<file path="src/rtl/spi_slv_pkg.sv">
package spi_slv_pkg;

  typedef enum logic [1:0] {
    REG_CTL  = 2'd0,
    REG_STAT = 2'd1,
    REG_DATA = 2'd2
  } reg_sel_e;

  localparam int CTL_IE   = 0;
  localparam int CTL_DIR  = 1;
  localparam int CTL_CPOL = 2;
  localparam int CTL_CPHA = 3;

  localparam int STAT_DONE = 0;
  localparam int STAT_COLL = 1;

  // An edge is leading when the line leaves its idle level.
  function automatic logic is_leading(input logic prev_lvl, input logic idle_lvl);
    return prev_lvl == idle_lvl;
  endfunction

  // Phase 0 samples on the leading edge, phase 1 on the trailing edge.
  function automatic logic is_sample(input logic leading, input logic phase);
    return phase ? !leading : leading;
  endfunction

endpackage

</file>
<file path="src/rtl/spi_sync.sv">
module spi_sync #(
  parameter int WIDTH  = 3,
  parameter int STAGES = 2,
  parameter logic [WIDTH-1:0] INIT = '0
) (
  input  logic             clk,
  input  logic             rst_n,
  input  logic [WIDTH-1:0] d,
  output logic [WIDTH-1:0] q
);
  logic [WIDTH-1:0] stage [STAGES];

  generate
    for (genvar s = 0; s < STAGES; s++) begin : g_stage
      always_ff @(posedge clk or negedge rst_n) begin
        if (!rst_n) stage[s] <= INIT;
        else if (s == 0) stage[s] <= d;
        else stage[s] <= stage[(s == 0) ? 0 : s-1];
      end
    end
  endgenerate

  assign q = stage[STAGES-1];
endmodule

</file>
<file path="src/rtl/spi_bit_engine.sv">
module spi_bit_engine
  import spi_slv_pkg::*;
#(
  parameter int DATA_W = 8,
  localparam int CNT_W = $clog2(DATA_W)
) (
  input  logic              clk,
  input  logic              rst_n,
  input  logic              ss_act,
  input  logic              sclk_s,
  input  logic              mosi_s,
  input  logic              cpol,
  input  logic              cpha,
  input  logic [DATA_W-1:0] tx_hold,
  output logic              tx_bit,
  output logic              byte_done,
  output logic [DATA_W-1:0] rx_byte,
  output logic              busy,
  output logic [CNT_W-1:0]  bit_cnt
);
  localparam logic [CNT_W-1:0] LAST = CNT_W'(DATA_W - 1);

  logic              sclk_q, ss_q;
  logic [DATA_W-1:0] rx_sh, tx_sh;
  logic [CNT_W-1:0]  cnt;

  logic edge_seen, lead, samp_ev, shift_ev, start_ev;

  assign edge_seen = ss_act && ss_q && (sclk_s != sclk_q);
  assign lead      = is_leading(sclk_q, cpol);
  assign samp_ev   = edge_seen && is_sample(lead, cpha);
  assign shift_ev  = edge_seen && !is_sample(lead, cpha);
  assign start_ev  = ss_act && !ss_q;

  assign byte_done = samp_ev && (cnt == LAST);
  assign rx_byte   = {rx_sh[DATA_W-2:0], mosi_s};
  assign busy      = ss_act && (cnt != '0);
  assign tx_bit    = tx_sh[DATA_W-1];
  assign bit_cnt   = cnt;

  always_ff @(posedge clk or negedge rst_n) begin
    if (!rst_n) begin
      sclk_q <= 1'b0;
      ss_q   <= 1'b0;
      rx_sh  <= '0;
      tx_sh  <= '0;
      cnt    <= '0;
    end else begin
      sclk_q <= sclk_s;
      ss_q   <= ss_act;
      if (!ss_act) begin
        rx_sh <= '0;
        tx_sh <= '0;
        cnt   <= '0;
      end else begin
        if (start_ev && !cpha) tx_sh <= tx_hold;
        else if (shift_ev) tx_sh <= (cnt == '0) ? tx_hold : {tx_sh[DATA_W-2:0], 1'b0};
        if (samp_ev) begin
          rx_sh <= rx_byte;
          cnt   <= (cnt == LAST) ? '0 : cnt + 1'b1;
        end
      end
    end
  end
endmodule

</file>
<file path="src/rtl/spi_host_regs.sv">
module spi_host_regs
  import spi_slv_pkg::*;
#(
  parameter int DATA_W = 8
) (
  input  logic              clk,
  input  logic              rst_n,
  input  logic [1:0]        addr,
  input  logic              wr_en,
  input  logic              rd_en,
  input  logic [DATA_W-1:0] wdata,
  output logic [DATA_W-1:0] rdata,
  input  logic              byte_done,
  input  logic [DATA_W-1:0] rx_byte,
  input  logic              busy,
  output logic              ie,
  output logic              dir_en,
  output logic              cpol,
  output logic              cpha,
  output logic [DATA_W-1:0] tx_hold,
  output logic [DATA_W-1:0] rx_buf,
  output logic              done_flag,
  output logic              coll_flag
);
  logic armed;
  logic wr_ctl, wr_dat, rd_sts, rd_dat, clr;

  assign wr_ctl = wr_en && (addr == REG_CTL);
  assign wr_dat = wr_en && (addr == REG_DATA);
  assign rd_sts = rd_en && (addr == REG_STAT);
  assign rd_dat = rd_en && (addr == REG_DATA);
  assign clr    = rd_dat && armed;

  always_ff @(posedge clk or negedge rst_n) begin
    if (!rst_n) begin
      ie <= 1'b0; dir_en <= 1'b0; cpol <= 1'b0; cpha <= 1'b0;
      tx_hold <= '0; rx_buf <= '0;
      done_flag <= 1'b0; coll_flag <= 1'b0; armed <= 1'b0;
    end else begin
      if (wr_ctl) begin
        ie     <= wdata[CTL_IE];
        dir_en <= wdata[CTL_DIR];
        cpol   <= wdata[CTL_CPOL];
        cpha   <= wdata[CTL_CPHA];
      end
      if (wr_dat && !busy) tx_hold <= wdata;
      if (wr_dat && busy) coll_flag <= 1'b1;
      else if (clr) coll_flag <= 1'b0;
      if (byte_done) begin
        done_flag <= 1'b1;
        rx_buf    <= rx_byte;
      end else if (clr) done_flag <= 1'b0;
      if (rd_sts && (done_flag || coll_flag)) armed <= 1'b1;
      else if (rd_dat) armed <= 1'b0;
    end
  end

  always_comb begin
    rdata = '0;
    unique case (addr)
      REG_CTL: begin
        rdata[CTL_IE]   = ie;
        rdata[CTL_DIR]  = dir_en;
        rdata[CTL_CPOL] = cpol;
        rdata[CTL_CPHA] = cpha;
      end
      REG_STAT: begin
        rdata[STAT_DONE] = done_flag;
        rdata[STAT_COLL] = coll_flag;
      end
      REG_DATA: rdata = rx_buf;
      default:  rdata = '0;
    endcase
  end
endmodule

</file>
<file path="src/rtl/spi_byte_slave.sv">
module spi_byte_slave
  import spi_slv_pkg::*;
#(
  parameter int DATA_W      = 8,
  parameter int SYNC_STAGES = 2
) (
  input  logic              clk,
  input  logic              rst_n,
  input  logic              spi_sclk,
  input  logic              spi_ss_n,
  input  logic              spi_mosi,
  output logic              spi_miso,
  output logic              spi_miso_oe,
  input  logic [1:0]        reg_addr,
  input  logic              reg_wr,
  input  logic              reg_rd,
  input  logic [DATA_W-1:0] reg_wdata,
  output logic [DATA_W-1:0] reg_rdata,
  output logic              irq
);
  localparam int CNT_W = $clog2(DATA_W);

  logic              sclk_s, ss_n_s, mosi_s, ss_act;
  logic              ie, dir_en, cpol, cpha;
  logic              byte_done, busy, done_flag, coll_flag;
  logic [DATA_W-1:0] rx_byte, rx_buf, tx_hold;
  logic [CNT_W-1:0]  bit_cnt;

  spi_sync #(.WIDTH(3), .STAGES(SYNC_STAGES), .INIT(3'b010)) u_sync (
    .clk(clk), .rst_n(rst_n),
    .d({spi_sclk, spi_ss_n, spi_mosi}),
    .q({sclk_s, ss_n_s, mosi_s})
  );

  assign ss_act = !ss_n_s;

  spi_bit_engine #(.DATA_W(DATA_W)) u_eng (
    .clk(clk), .rst_n(rst_n), .ss_act(ss_act), .sclk_s(sclk_s), .mosi_s(mosi_s),
    .cpol(cpol), .cpha(cpha), .tx_hold(tx_hold), .tx_bit(spi_miso),
    .byte_done(byte_done), .rx_byte(rx_byte), .busy(busy), .bit_cnt(bit_cnt)
  );

  spi_host_regs #(.DATA_W(DATA_W)) u_regs (
    .clk(clk), .rst_n(rst_n), .addr(reg_addr), .wr_en(reg_wr), .rd_en(reg_rd),
    .wdata(reg_wdata), .rdata(reg_rdata), .byte_done(byte_done), .rx_byte(rx_byte),
    .busy(busy), .ie(ie), .dir_en(dir_en), .cpol(cpol), .cpha(cpha),
    .tx_hold(tx_hold), .rx_buf(rx_buf), .done_flag(done_flag), .coll_flag(coll_flag)
  );

  assign spi_miso_oe = ss_act && dir_en;
  assign irq         = done_flag && ie;
endmodule

</file>
<file path="config.mk">
export PLATFORM = sky130hd
export DESIGN_NAME = spi_byte_slave
export DESIGN_NICKNAME = d
export VERILOG_FILES = /design/src/rtl/spi_slv_pkg.sv /design/src/rtl/spi_sync.sv /design/src/rtl/spi_bit_engine.sv /design/src/rtl/spi_host_regs.sv /design/src/rtl/spi_byte_slave.sv
export SDC_FILE = /design/constraint.sdc
export NUM_CORES = 1
export LEC_CHECK = 0
export ABC_AREA = 1
export BUFFER_PORTS_ARGS = -buffer_cell sky130_fd_sc_hd__buf_4
export CAP_MARGIN = 20
export CORE_MARGIN = 3
export CORE_UTILIZATION = 50
export CTS_CLUSTER_DIAMETER = 80
export CTS_CLUSTER_SIZE = 12
export DETAILED_ROUTE_END_ITERATION = 8
export GPL_ROUTABILITY_DRIVEN = 1
export PLACE_DENSITY = 0.84
export SYNTH_ARGS = -nofsm -noshare
export SYNTH_HDL_FRONTEND = slang
export SYNTH_SLANG_ARGS = --single-unit
</file>
<file path="constraint.sdc">
create_clock -name clk -period 1.29 [get_ports clk]
set_clock_uncertainty 0.2 [all_clocks]
set_input_delay 0.129 -clock clk [delete_from_list [all_inputs] [get_ports clk]]
set_output_delay 0.129 -clock clk [all_outputs]
set_load 0.03 [all_outputs]
</file>
# Word level (Yosys, flattened, before mapping)
# Cells that the tools add are included.
dict set report word_totals {
  reg_bits 49
  latch_bits 0
  mem_bits_rw 0
  rom_bits 0
  in_bits 17
  out_inout_bits 11
  word_cells 73
  mem_count 0
}
dict set report classes {
  add_sub_neg 1
  multipliers 0
  div 0
  order_cmp 0
  n_eq_ne 5
  shift 0
  n_mux 18
  n_bitwise 0
  reduce_logical 33
}
# operator n
set ops {}
lappend ops {{8-bit 2-to-1 mux} 4}
lappend ops {{1-bit logical AND} 18}
lappend ops {{7-bit 2-to-1 mux} 2}
lappend ops {{3-bit 2-to-1 mux} 3}
lappend ops {{2-bit nonzero test} 4}
lappend ops {{1-bit zero test} 6}
lappend ops {{1-bit 2-to-1 mux} 6}
lappend ops {{2-bit one-hot mux with 3 select lines} 1}
lappend ops {{3-bit nonzero test} 2}
lappend ops {{4-bit 2-to-1 mux} 1}
lappend ops {{2-bit one-hot mux with 2 select lines} 1}
lappend ops {{3-bit by 1-bit adder with 3-bit output, second input constant} 1}
lappend ops {{3-bit == test, second input constant} 1}
lappend ops {{3-bit zero test} 1}
lappend ops {{2-bit by 1-bit == test with 1-bit output, second input constant} 1}
lappend ops {{2-bit == test, second input constant} 1}
lappend ops {{2-bit zero test} 1}
lappend ops {{1-bit == test} 1}
lappend ops {{1-bit logical OR} 1}
lappend ops {{1-bit != test} 1}

# Depth between registers and ports, before layout
# Gate-level depths: netlist of run 1.
dict set report logic_depth {
  word_depth 8
  depth_mapped 10
  mapped_depth_nobuf 9
}

# Cells and area by module
# A second synthesis of run 1 with hierarchy kept.
dict set report hier_totals {
  hier_cells 282
  hier_area_um2 2374.8
}
# mod n_inst cells_per_inst area_per_inst_um2 seq_area_each_um2
set by_module_without_submodules {}
lappend by_module_without_submodules {spi_bit_engine 1 149 1174.9 500.5}
lappend by_module_without_submodules {spi_host_regs 1 119 1003.5 575.6}
lappend by_module_without_submodules {spi_sync 1 9 175.2 152.6}
lappend by_module_without_submodules {spi_byte_slave 1 5 21.3 0.0}

# Worst setup path after synthesis of run 1
# OpenSTA, ideal clock, no wires.
dict set report synth_path {
  kind {reg-to-output}
  from {register u_regs.cpha}
  to {output reg_rdata[3]}
  t_arrival_ps 1147
  required_time_ps 961
  slack_ps -186
  stages_incl_launch_ff 3
  n_path_buf 0
  cell_sequence {dfrtp_1 inv_2 o21ai_0}
}
dict set report synth_via {
  elab_chain_len 1
}
# element line
set synth_rtl {}
lappend synth_rtl {{start, declared} spi_host_regs.sv:19} ;# output logic cpha,
lappend synth_rtl {{start signal, assigned} spi_host_regs.sv:44} ;# cpha <= wdata[CTL_CPHA];
lappend synth_rtl {{2-bit one-hot mux with 2 select lines} spi_host_regs.sv:60} ;# unique case (addr)
lappend synth_rtl {{end, declared} spi_byte_slave.sv:18} ;# output logic [DATA_W-1:0] reg_rdata,
# No other way between the ends.

# Worst setup path after layout of run 1
dict set report layout_path {
  from {register u_regs.cpol}
  to {output reg_rdata[2]}
}
dict set report layout_via {
  elab_chain_len 1
}
# element line
set layout_rtl {}
lappend layout_rtl {{start, declared} spi_host_regs.sv:18} ;# output logic cpol,
lappend layout_rtl {{start signal, assigned} spi_host_regs.sv:43} ;# cpol <= wdata[CTL_CPOL];
lappend layout_rtl {{2-bit one-hot mux with 2 select lines} spi_host_regs.sv:60}
# No other way between the ends.

==> metrics.md, run 1 <==
| Metric | Value |
|---|---|
| Worst hold slack | `0.0275 ns` |
| Via density | `5.64` |
| Die Y | `74.3 microns` |
| Clk root buf | `clkbuf_8` |
| Vias in the first global route | `2202` |
| CP arrival | `1.22 ns` |
| Die W | `74.3 microns` |
| Post-route cell area | `3500 sq um` |
| Main synth FF type | `dfrtp_1` |
| Reg2reg setup slack | `-0.25 ns` |
| H-Tree Depth | `2` |
| Critical path origin | `u_regs.cpol` |
| Synthesized Nets | `303` |
| CTS max path bufs | `2` |
| Cell variety after synth | `25` |
| CTS tree | `built` |
| Gpl congestion | `0.811` |
| Setup Slack @ Placement | `-0.264 ns` |
| CTS sink cnt | `49` |
| Top-area cell type share of the netlist area | `50.5%` |
| Post-Synthesis Cells | `283` |
| Max-cap violation count | `0` |
| Total grt overflow | `0` |
| Post-Syn Area per Cell | `8.23 sq um` |
| Share of cells above drive strength 1 | `43.0%` |
| Seq/Total Area, Yosys | `52.7%` |
| Critical Path RT | `0.96 ns` |
| Count of final setup violators | `43` |
| Slew headroom | `78.5%` |
| DP Cell Count | `373` |
| CTS buffer count | `5` |
| Total power | `3.83 mW` |
| Worst R2R Start | `u_eng.bit_cnt[0]` |
| Post-route DRC | `0` |
| Slew Viols, Final | `0` |
| Peak VDD IR | `0.651 mV` |
| Tightest Pin Transition | `0.321 ns` |
| Sequential Power Share | `47.9%` |
| Detail Placement HPWL | `3470 microns` |
| Met2 global-route usage | `39.6%` |
| GR Layer Usage met1 | `31.0%` |
| DR vias | `2339` |
| First-pass GRT wire length | `9980 microns` |
| Leakage | `1.77 nW` |
| Port Buffers | `27` |
| Critical path fanouts, max | `4` |
| Area leader, netlist | `dfrtp_1` |
| Yosys reg bits | `49` |
| Min setup slack post-route | `-0.255 ns` |
| Area of the core | `4410 sq um` |
| Comb power frac | `28.8%` |
| Crit share post-route | `120%` |
| WL per Instance | `17.0 microns` |
| Pwr/cell area | `1100 nW/um^2` |
| N_diodes | `0` |
| Drt pass-1 iters | `5` |
| Unrepaired setup endpoints after global routing | `true` |
| Initial Util | `52.8%` |
| WL final | `7040 microns` |
| DRT iter0 DRCs | `156` |
| Tot GR Track Use | `23.9%` |
| Sw frac | `33.1%` |
| M3 GR Usage | `4.73%` |
| Hold Crit Class | `in -> async` |
| # rows | `24` |
| Die area | `5510 sq um` |
| Final hold vios | `0` |
| Critical path launch point type | `flip-flop` |
| Post-DP Area | `2700 sq um` |
| Final-stage net count | `382` |
| Post-Layout Cell Count | `415` |
| Net load switching power | `1.27 mW` |
| Crit path time final | `1.54 ns` |
| Worst R2R End | `u_eng.tx_sh[4]` |
| Crit Path Category | `reg -> out` |
| Clk pwr share | `23.3%` |
| Initial antenna violation count | `0` |
| Maximum number of pins on one net before global-route repair | `31` |
| CP Capture Type | `output pin` |
| Status | `finished, violations left` |
| Int Power | `2.56 mW` |
| Failing checks | `setup timing` |
| FMAX | `647 MHz` |
| Yosys warns | `0` |
| Post-synth EDFFs | `0` |
| Synthesized cell area | `2330 sq um` |
| Global route hottest layer | `met2` |
| Routed Antenna Nets | `0` |
| I/O Pins | `28` |
| R2R depth | `9` |
| Clock latency on the worst-skew pair | `0.32 ns` |
| Clock Pin Slew Worst Setup and Hold Paths | `0.10 ns` |
| Synth top area cells | `dfrtp_1 (50%), nand2_1 (15%), inv_1 (5.2%)` |
| Area Growth Syn to Fin | `50.1%` |
| Ys async rst share | `100%` |
## routing by layer
layer  vias up  wire, microns
li1       1046              -
met4         0            198
met3        24            507
met1      1140           2750
met5         -              0
met2       129           3580
## cell type report
cell class | instances | area (sq um)
clock buffer | 6 | 72.6
tap | 52 | 65.1
multi-input combinational | 194 | 1270
inverter | 36 | 140
sequential | 49 | 1230
clock inverter | 2 | 10.0
timing repair buffer | 76 | 708
fill | 260 | 917
## cells in the mapped netlist, types with 2 or more instances
master   number
nand2_1      94
o21ai_1       4
ha_1          3
nor2_2        3
nand2_4       2
nor2_4        2
buf_6         4
nand2_2       3
nor2_1       28
inv_2         4
buf_2         2
dfstp_2       2
o21ai_2       4
inv_1        32
nand4_1       9
nand3_1      20
o21ai_0      10
dfrtp_1      47
a21oi_1       4
## worst max-delay path, cell delays in order (launching register included)
cell     delay, ns
dfrtp_2       0.45
inv_2         0.09
buf_6         0.12
o21ai_2       0.11
buf_6         0.14
## registers in the layout, summed over array words and instances (netlist names)
name              cells
u_regs.armed          1
u_regs.tx_hold        8
u_sync.stage          3
u_eng.rx_sh           7
u_eng.sclk_q          1
u_sync.q              3
u_eng.ss_q            1
u_regs.cpol           1
u_regs.cpha           1
u_regs.rx_buf         8
u_regs.coll_flag      1
u_regs.ie             1
u_eng.tx_sh           8
u_regs.done_flag      1
u_eng.bit_cnt         3
u_regs.dir_en         1
## through the flow
stage / setup TNS [ns] / utilization (%)
4_1_cts: -6.71 / 74.1
5_1_grt: -10.81 / 79.2
3_5_place_dp: -6.69 / 61.2
6_report: -8.25 / 79.2
3_3_place_gp: -5.17 / 61.2
2_1_floorplan: -2.73 / -
## worst max path at each step
stage                  endpoint  slack [ns]  cells past startpoint
2_1_floorplan    u_eng.tx_sh[7]        -0.1                      8
3_3_place_gp   u_eng.bit_cnt[1]       -0.19                      8
3_5_place_dp     u_eng.rx_sh[0]       -0.26                      8
4_1_cts            reg_rdata[2]       -0.22                      4
5_1_grt        u_regs.rx_buf[5]       -0.32                      8
6_report           reg_rdata[2]       -0.25                      4
## cells by family after synthesis
group	Yosys count	synth area share, %
compound gates	24	6.07
buf+inv	44	8.65
flops	49	52.7
fa+ha+maj	3	1.61
simple gates	163	30.9
## cells in the final DEF (no fill, tap or decap), drive strengths merged
cell,n
nand2,102
ha,3
inv,36
dfstp,2
buf,61
clkbuf,6
dfrtp,47
dlygate4sd3,15
and3,1
a21oi,4
nor2,33
o21ai,18
clkinv,2
o221ai,1
nand3,22
o211ai,1
nand4,9
## power groups by stage
stage                     Clock (mW)  Combinational [mW]  Sequential (mW)
after floorplan                    0               0.415             1.80
after global placement             0               0.633             1.80
after detailed placement           0               0.653             1.81
after CTS                      0.896               0.930             1.80
after global routing           0.961                1.19             1.85
final                          0.895                1.10             1.83
## timing repair
action	in CTS	in global routing
buffers inserted	14	2
endpoints found under the setup margin	46	46
pin swaps	13	18
gates resized for setup	55	58
endpoints found under the hold margin	64	0
hold buffers	15	0
gates cloned	4	0
No activity file was read; power rests on OpenSTA's default activity.
==> inputs of run 2 (changes only) <==
HOLD_SLACK_MARGIN = 0.03   (was default)
==> metrics.md, run 2 (same netlist as run 1, synthesis figures left out) <==
| Metric | Value |
|---|---|
| CTS tree | `built` |
| Via density | `5.62` |
| Crit Path Category | `reg -> out` |
| Vias in the first global route | `2202` |
| Area of the core | `4410 sq um` |
| Clock latency on the worst-skew pair | `0.32 ns` |
| Most frequent cells in the layout | `nand2_1 (70), dfrtp_1 (44), buf_4 (40), inv_1 (23), nor2_1 (20)` |
| Slew headroom | `78.2%` |
| Post-route setup TNS | `-8.23 ns` |
| Slowest cell on the critical path | `dfrtp_2` |
| Count of final setup violators | `43` |
| Filler cells | `260` |
| CTS buffer count | `5` |
| WL per Instance | `17.0 microns` |
| Clk root buf | `clkbuf_8` |
| Min setup slack post-route | `-0.255 ns` |
| Area Growth Syn to Fin | `50.1%` |
| Clock Pin Slew Worst Setup and Hold Paths | `0.10 ns` |
| DR vias | `2333` |
| Core Util, Final | `79.2%` |
| Largest registers | `u_eng.tx_sh x8, u_regs.rx_buf x8, u_regs.tx_hold x8` |
| Share of cells above drive strength 1 | `43.0%` |
| CTS sink cnt | `49` |
| CP max stage delay | `0.45 ns` |
| Post-Layout Cell Count | `415` |
| Die W | `74.3 microns` |
| Worst R2R End | `u_eng.tx_sh[4]` |
| Commonest non-fill, non-tap cell in the layout | `nand2_1` |
| Crit share post-route | `120%` |
| Pwr/cell area | `1100 nW/um^2` |
| # rows | `24` |
| Status | `finished, violations left` |
| Die Y | `74.3 microns` |
| Tightest Pin Transition | `0.327 ns` |
| CP arrival | `1.22 ns` |
| Routed Antenna Nets | `0` |
| Drt pass-1 iters | `4` |
| R2R depth | `9` |
| Hold Crit Class | `in -> async` |
| Peak VDD IR | `0.651 mV` |
| Leakage | `1.77 nW` |
| Critical Path RT | `0.96 ns` |
| Initial Util | `52.8%` |
| Crit path time final | `1.54 ns` |
| N_diodes | `0` |
| Post-DP Area | `2700 sq um` |
| Final-stage net count | `382` |
| Total power | `3.83 mW` |
| CP Cell Sequence | `inv_2, buf_6, o21ai_2, buf_6` |
| Gpl congestion | `0.811` |
| Final hold vios | `0` |
| DRT iter0 DRCs | `156` |
| CTS max path bufs | `2` |
| Port Buffers | `27` |
| I/O Pins | `28` |
| CP Capture Type | `output pin` |
| Die area | `5510 sq um` |
| Critical path fanouts, max | `4` |
| Post-route cell area | `3500 sq um` |
| DP Cell Count | `373` |
| Failing checks | `setup timing` |
| CP most frequent cell | `buf_6` |
| Setup Slack @ Placement | `-0.264 ns` |
| Post-route DRC | `0` |
| Slew Viols, Final | `0` |
| Reg2reg setup slack | `-0.25 ns` |
| Critical path launch point type | `flip-flop` |
| Worst hold slack | `0.0274 ns` |
| Maximum number of pins on one net before global-route repair | `31` |
| Worst R2R Start | `u_eng.bit_cnt[0]` |
| Unrepaired setup endpoints after global routing | `true` |
| Max-cap violation count | `0` |
| Initial antenna violation count | `0` |
| Tot GR Track Use | `23.9%` |
| FMAX | `647 MHz` |
| WL final | `7040 microns` |
| Total grt overflow | `0` |
| First-pass GRT wire length | `9980 microns` |
| H-Tree Depth | `2` |
| Detail Placement HPWL | `3470 microns` |
## run 2: cell counts in the layout (fill, tap and decap cells not counted)
No cell type changed its count.
## run 2: critical path: cells and delay by family (launching register included)
kind	cells	cell delay, ns
AOI/OAI and AO/OA	1	0.11
DFF	1	0.45
buffers and inverters	3	0.35
## run 2: repair_timing
item                                    4_1_cts  5_1_grt
pin swaps                                    13       18
cloned                                        4        0
endpoints found under the setup margin       46       46
setup buffers                                14        2
hold buffers                                 15        0
resized for setup                            55       58
hold endpoints to repair                     67        0
## run 2: cell type report
cell class                      count  area [sq um]  share of cell area [%]
Inverter                           36           140                    4.01
Clock inverter                      2          10.0                   0.286
Timing Repair Buffer               76           708                    20.3
Multi-Input combinational cell    194          1270                    36.3
Sequential cell                    49          1230                    35.2
Clock buffer                        6          72.6                    2.08
Tap cell                           52          65.1                    1.86
## run 2: layer usage
layer  wire length [microns]  GRT usage (%)  up-vias
li1                        -              -     1046
met4                     198           9.29        0
met5                       0              0        -
met1                    2770           31.0     1140
met2                    3590           39.6      123
met3                     487           4.73       24
## run 2: how the worst max path moves through the flow
stage,startpoint,end,slack [ns],depth (start not counted)
after global routing,u_eng.sclk_q,u_regs.rx_buf[5],-0.32,8
final,u_regs.cpol,reg_rdata[2],-0.25,4
after floorplan,u_sync.q[1],u_eng.tx_sh[7],-0.1,8
after global placement,u_regs.cpol,u_eng.bit_cnt[1],-0.19,8
after detailed placement,u_regs.cpol,u_eng.rx_sh[0],-0.26,8
after CTS,u_regs.cpol,reg_rdata[2],-0.22,4
## run 2: power breakdown
| group | internal [mW] | switching (mW) |
|---|---|---|
| Combinational | 0.493 | 0.611 |
| Sequential | 1.69 | 0.141 |
| Clock | 0.377 | 0.518 |
| Total | 2.56 | 1.27 |
==> inputs of run 3 (changes only) <==
BUFFER_PORTS_ARGS = -buffer_cell sky130_fd_sc_hd__buf_2   (was -buffer_cell sky130_fd_sc_hd__buf_4)
PLACE_DENSITY = 0.81   (was 0.84)
clock period = 1.73 ns   (was 1.29 ns; I/O delays follow)
==> metrics.md, run 3 (same netlist as run 1, synthesis figures left out) <==
| Metric | Value |
|---|---|
| Most frequent cells in the layout | `nand2_1 (94), dfrtp_1 (47), inv_1 (32), nor2_1 (28), buf_2 (27)` |
| Clk root buf | `clkbuf_8` |
| CP Capture Type | `flip-flop` |
| CP max stage delay | `0.59 ns` |
| Post-route DRC | `0` |
| Final-stage net count | `350` |
| Drt pass-1 iters | `4` |
| Critical path launch point type | `flip-flop` |
| Die area | `5510 sq um` |
| Max-cap violation count | `0` |
| Slew headroom | `71.5%` |
| CP Cell Sequence | `inv_2, nand2_1, nor2_2, nand2_2, inv_1, nand2_1, nand2_1` |
| Port Buffers | `27` |
| Tot GR Track Use | `18.3%` |
| Reg2reg setup slack | `0.15 ns` |
| CTS sink cnt | `49` |
| Worst hold slack | `0.0744 ns` |
| Commonest non-fill, non-tap cell in the layout | `nand2_1` |
| Filler cells | `365` |
| # Post-CTS Setup Buffers | `0` |
| Largest delay share family, worst path | `flip-flops` |
| Crit path time final | `1.58 ns` |
| Detail Placement HPWL | `3150 microns` |
| I/O Pins | `28` |
| Area Growth Syn to Fin | `19.2%` |
| Unrepaired setup endpoints after global routing | `false` |
| Min setup slack post-route | `0.146 ns` |
| Routed Antenna Nets | `0` |
| Tightest Pin Transition | `0.427 ns` |
| Via density | `4.97` |
| # rows | `24` |
| Core Util, Final | `62.9%` |
| Critical path fanouts, max | `12` |
| Initial antenna violation count | `0` |
| WL per Instance | `11.3 microns` |
| Initial Util | `52.8%` |
| Die W | `74.3 microns` |
| Hold Crit Class | `in -> reg` |
| Largest registers | `u_eng.tx_sh x8, u_regs.rx_buf x8, u_regs.tx_hold x8` |
| Slowest cell on the critical path | `dfstp_2` |
| N_diodes | `0` |
| H-Tree Depth | `2` |
| Setup Slack @ Placement | `0.150 ns` |
| FMAX | `631 MHz` |
| Gpl congestion | `0.813` |
| Count of final setup violators | `0` |
| Slew Viols, Final | `0` |
| Post-route setup TNS | `0 ns` |
| Clock Pin Slew Worst Setup and Hold Paths | `0.08 ns` |
| Share of cells above drive strength 1 | `18.8%` |
| CTS tree | `built` |
| Clock latency on the worst-skew pair | `0.30 ns` |
| Critical Path RT | `1.72 ns` |
| CP most frequent cell | `nand2_1` |
| Crit share post-route | `91.6%` |
| Peak VDD IR | `0.619 mV` |
| CTS max path bufs | `2` |
| DRT iter0 DRCs | `152` |
| Status | `finished, final reports clean` |
| Vias in the first global route | `1725` |
| Die Y | `74.3 microns` |
| Leakage | `1.52 nW` |
| CTS buffer count | `5` |
| CP arrival | `1.57 ns` |
| WL final | `4330 microns` |
| Pwr/cell area | `919 nW/um^2` |
| Total grt overflow | `0` |
| First-pass GRT wire length | `7600 microns` |
| DR vias | `1898` |
| Buf+Inv Stages, Crit Path | `2` |
| Crit Path Category | `reg -> reg` |
| Area of the core | `4410 sq um` |
| Multi-input logic area | `905 sq um` |
| Final hold vios | `0` |
| Register Area | `1230 sq um` |
| Maximum number of pins on one net before global-route repair | `23` |
-- run 3: cell types whose count changed in the layout (fill, tap and decap cells not counted), moves of 8 or more --
| cell | before | now |
|---|---|---|
| nand2_4 | 11 | 3 |
| inv_1 | 23 | 32 |
| buf_4 | 40 | 6 |
| buf_6 | 18 | 0 |
| nand2_1 | 70 | 94 |
| buf_2 | 0 | 27 |
| nor2_1 | 20 | 28 |
| nand2_2 | 16 | 2 |
-- run 3: metal layers --
layer / up-vias / routed length [microns] / global-route usage [%]
li1: 972 / - / -
met1: 874 / 2190 / 26.3
met2: 45 / 1870 / 27.1
met3: 7 / 208 / 4.86
met4: 0 / 65 / 6.13
met5: - / 0 / 0
-- run 3: path summary, 6_finish.rpt --
kind / end / startpoint / depth (start not counted)
max: u_eng.bit_cnt[1] / u_sync.q[1] / 7
min: u_regs.armed / reg_addr[0] / 5
max reg2reg: u_eng.bit_cnt[1] / u_sync.q[1] / 7
min reg2reg: u_sync.q[0] / u_sync.stage[3] / 0
max in group asynchronous: u_regs.coll_flag / rst_n / 3
min in group asynchronous: u_eng.tx_sh[7] / rst_n / 2
-- run 3: worst reg2reg max path, stage by stage, from the launching register on --
cell and delay [ns]:
dfstp_2 0.59, inv_2 0.07, nand2_1 0.08, nor2_2 0.06, nand2_2 0.21, inv_1 0.14, nand2_1 0.08, nand2_1 0.05
-- run 3: final cells by class --
type                    instances  area share, %
flip-flops and latches         49           44.2
multi-input cells             190           32.6
repair buffers                 48           12.3
inverters                      36           4.86
clock buffers                   5           2.48
well taps                      52           2.34
clock inverters                 2           1.26
-- run 3: power breakdown --
group | switching, mW | total, mW | internal (mW)
Combinational | 0.288 | 0.456 | 0.169
Sequential | 0.0691 | 1.33 | 1.26
Clock | 0.346 | 0.766 | 0.420
-- run 3: timing repair --
action / in CTS / in global routing
hold buffers: 14 / 0
gates resized for setup: 0 / 1
hold endpoints to repair: 63 / 0
setup endpoints to repair: 0 / 3
-- run 3: per-stage QoR --
stage,std cells,power (mW),area [sq um]
5_1_grt,382,2.71,2780
6_report,382,2.55,2780
2_1_floorplan,283,1.65,2330
4_1_cts,382,2.58,2770
3_5_place_dp,361,1.78,2530
3_3_place_gp,361,1.77,2530
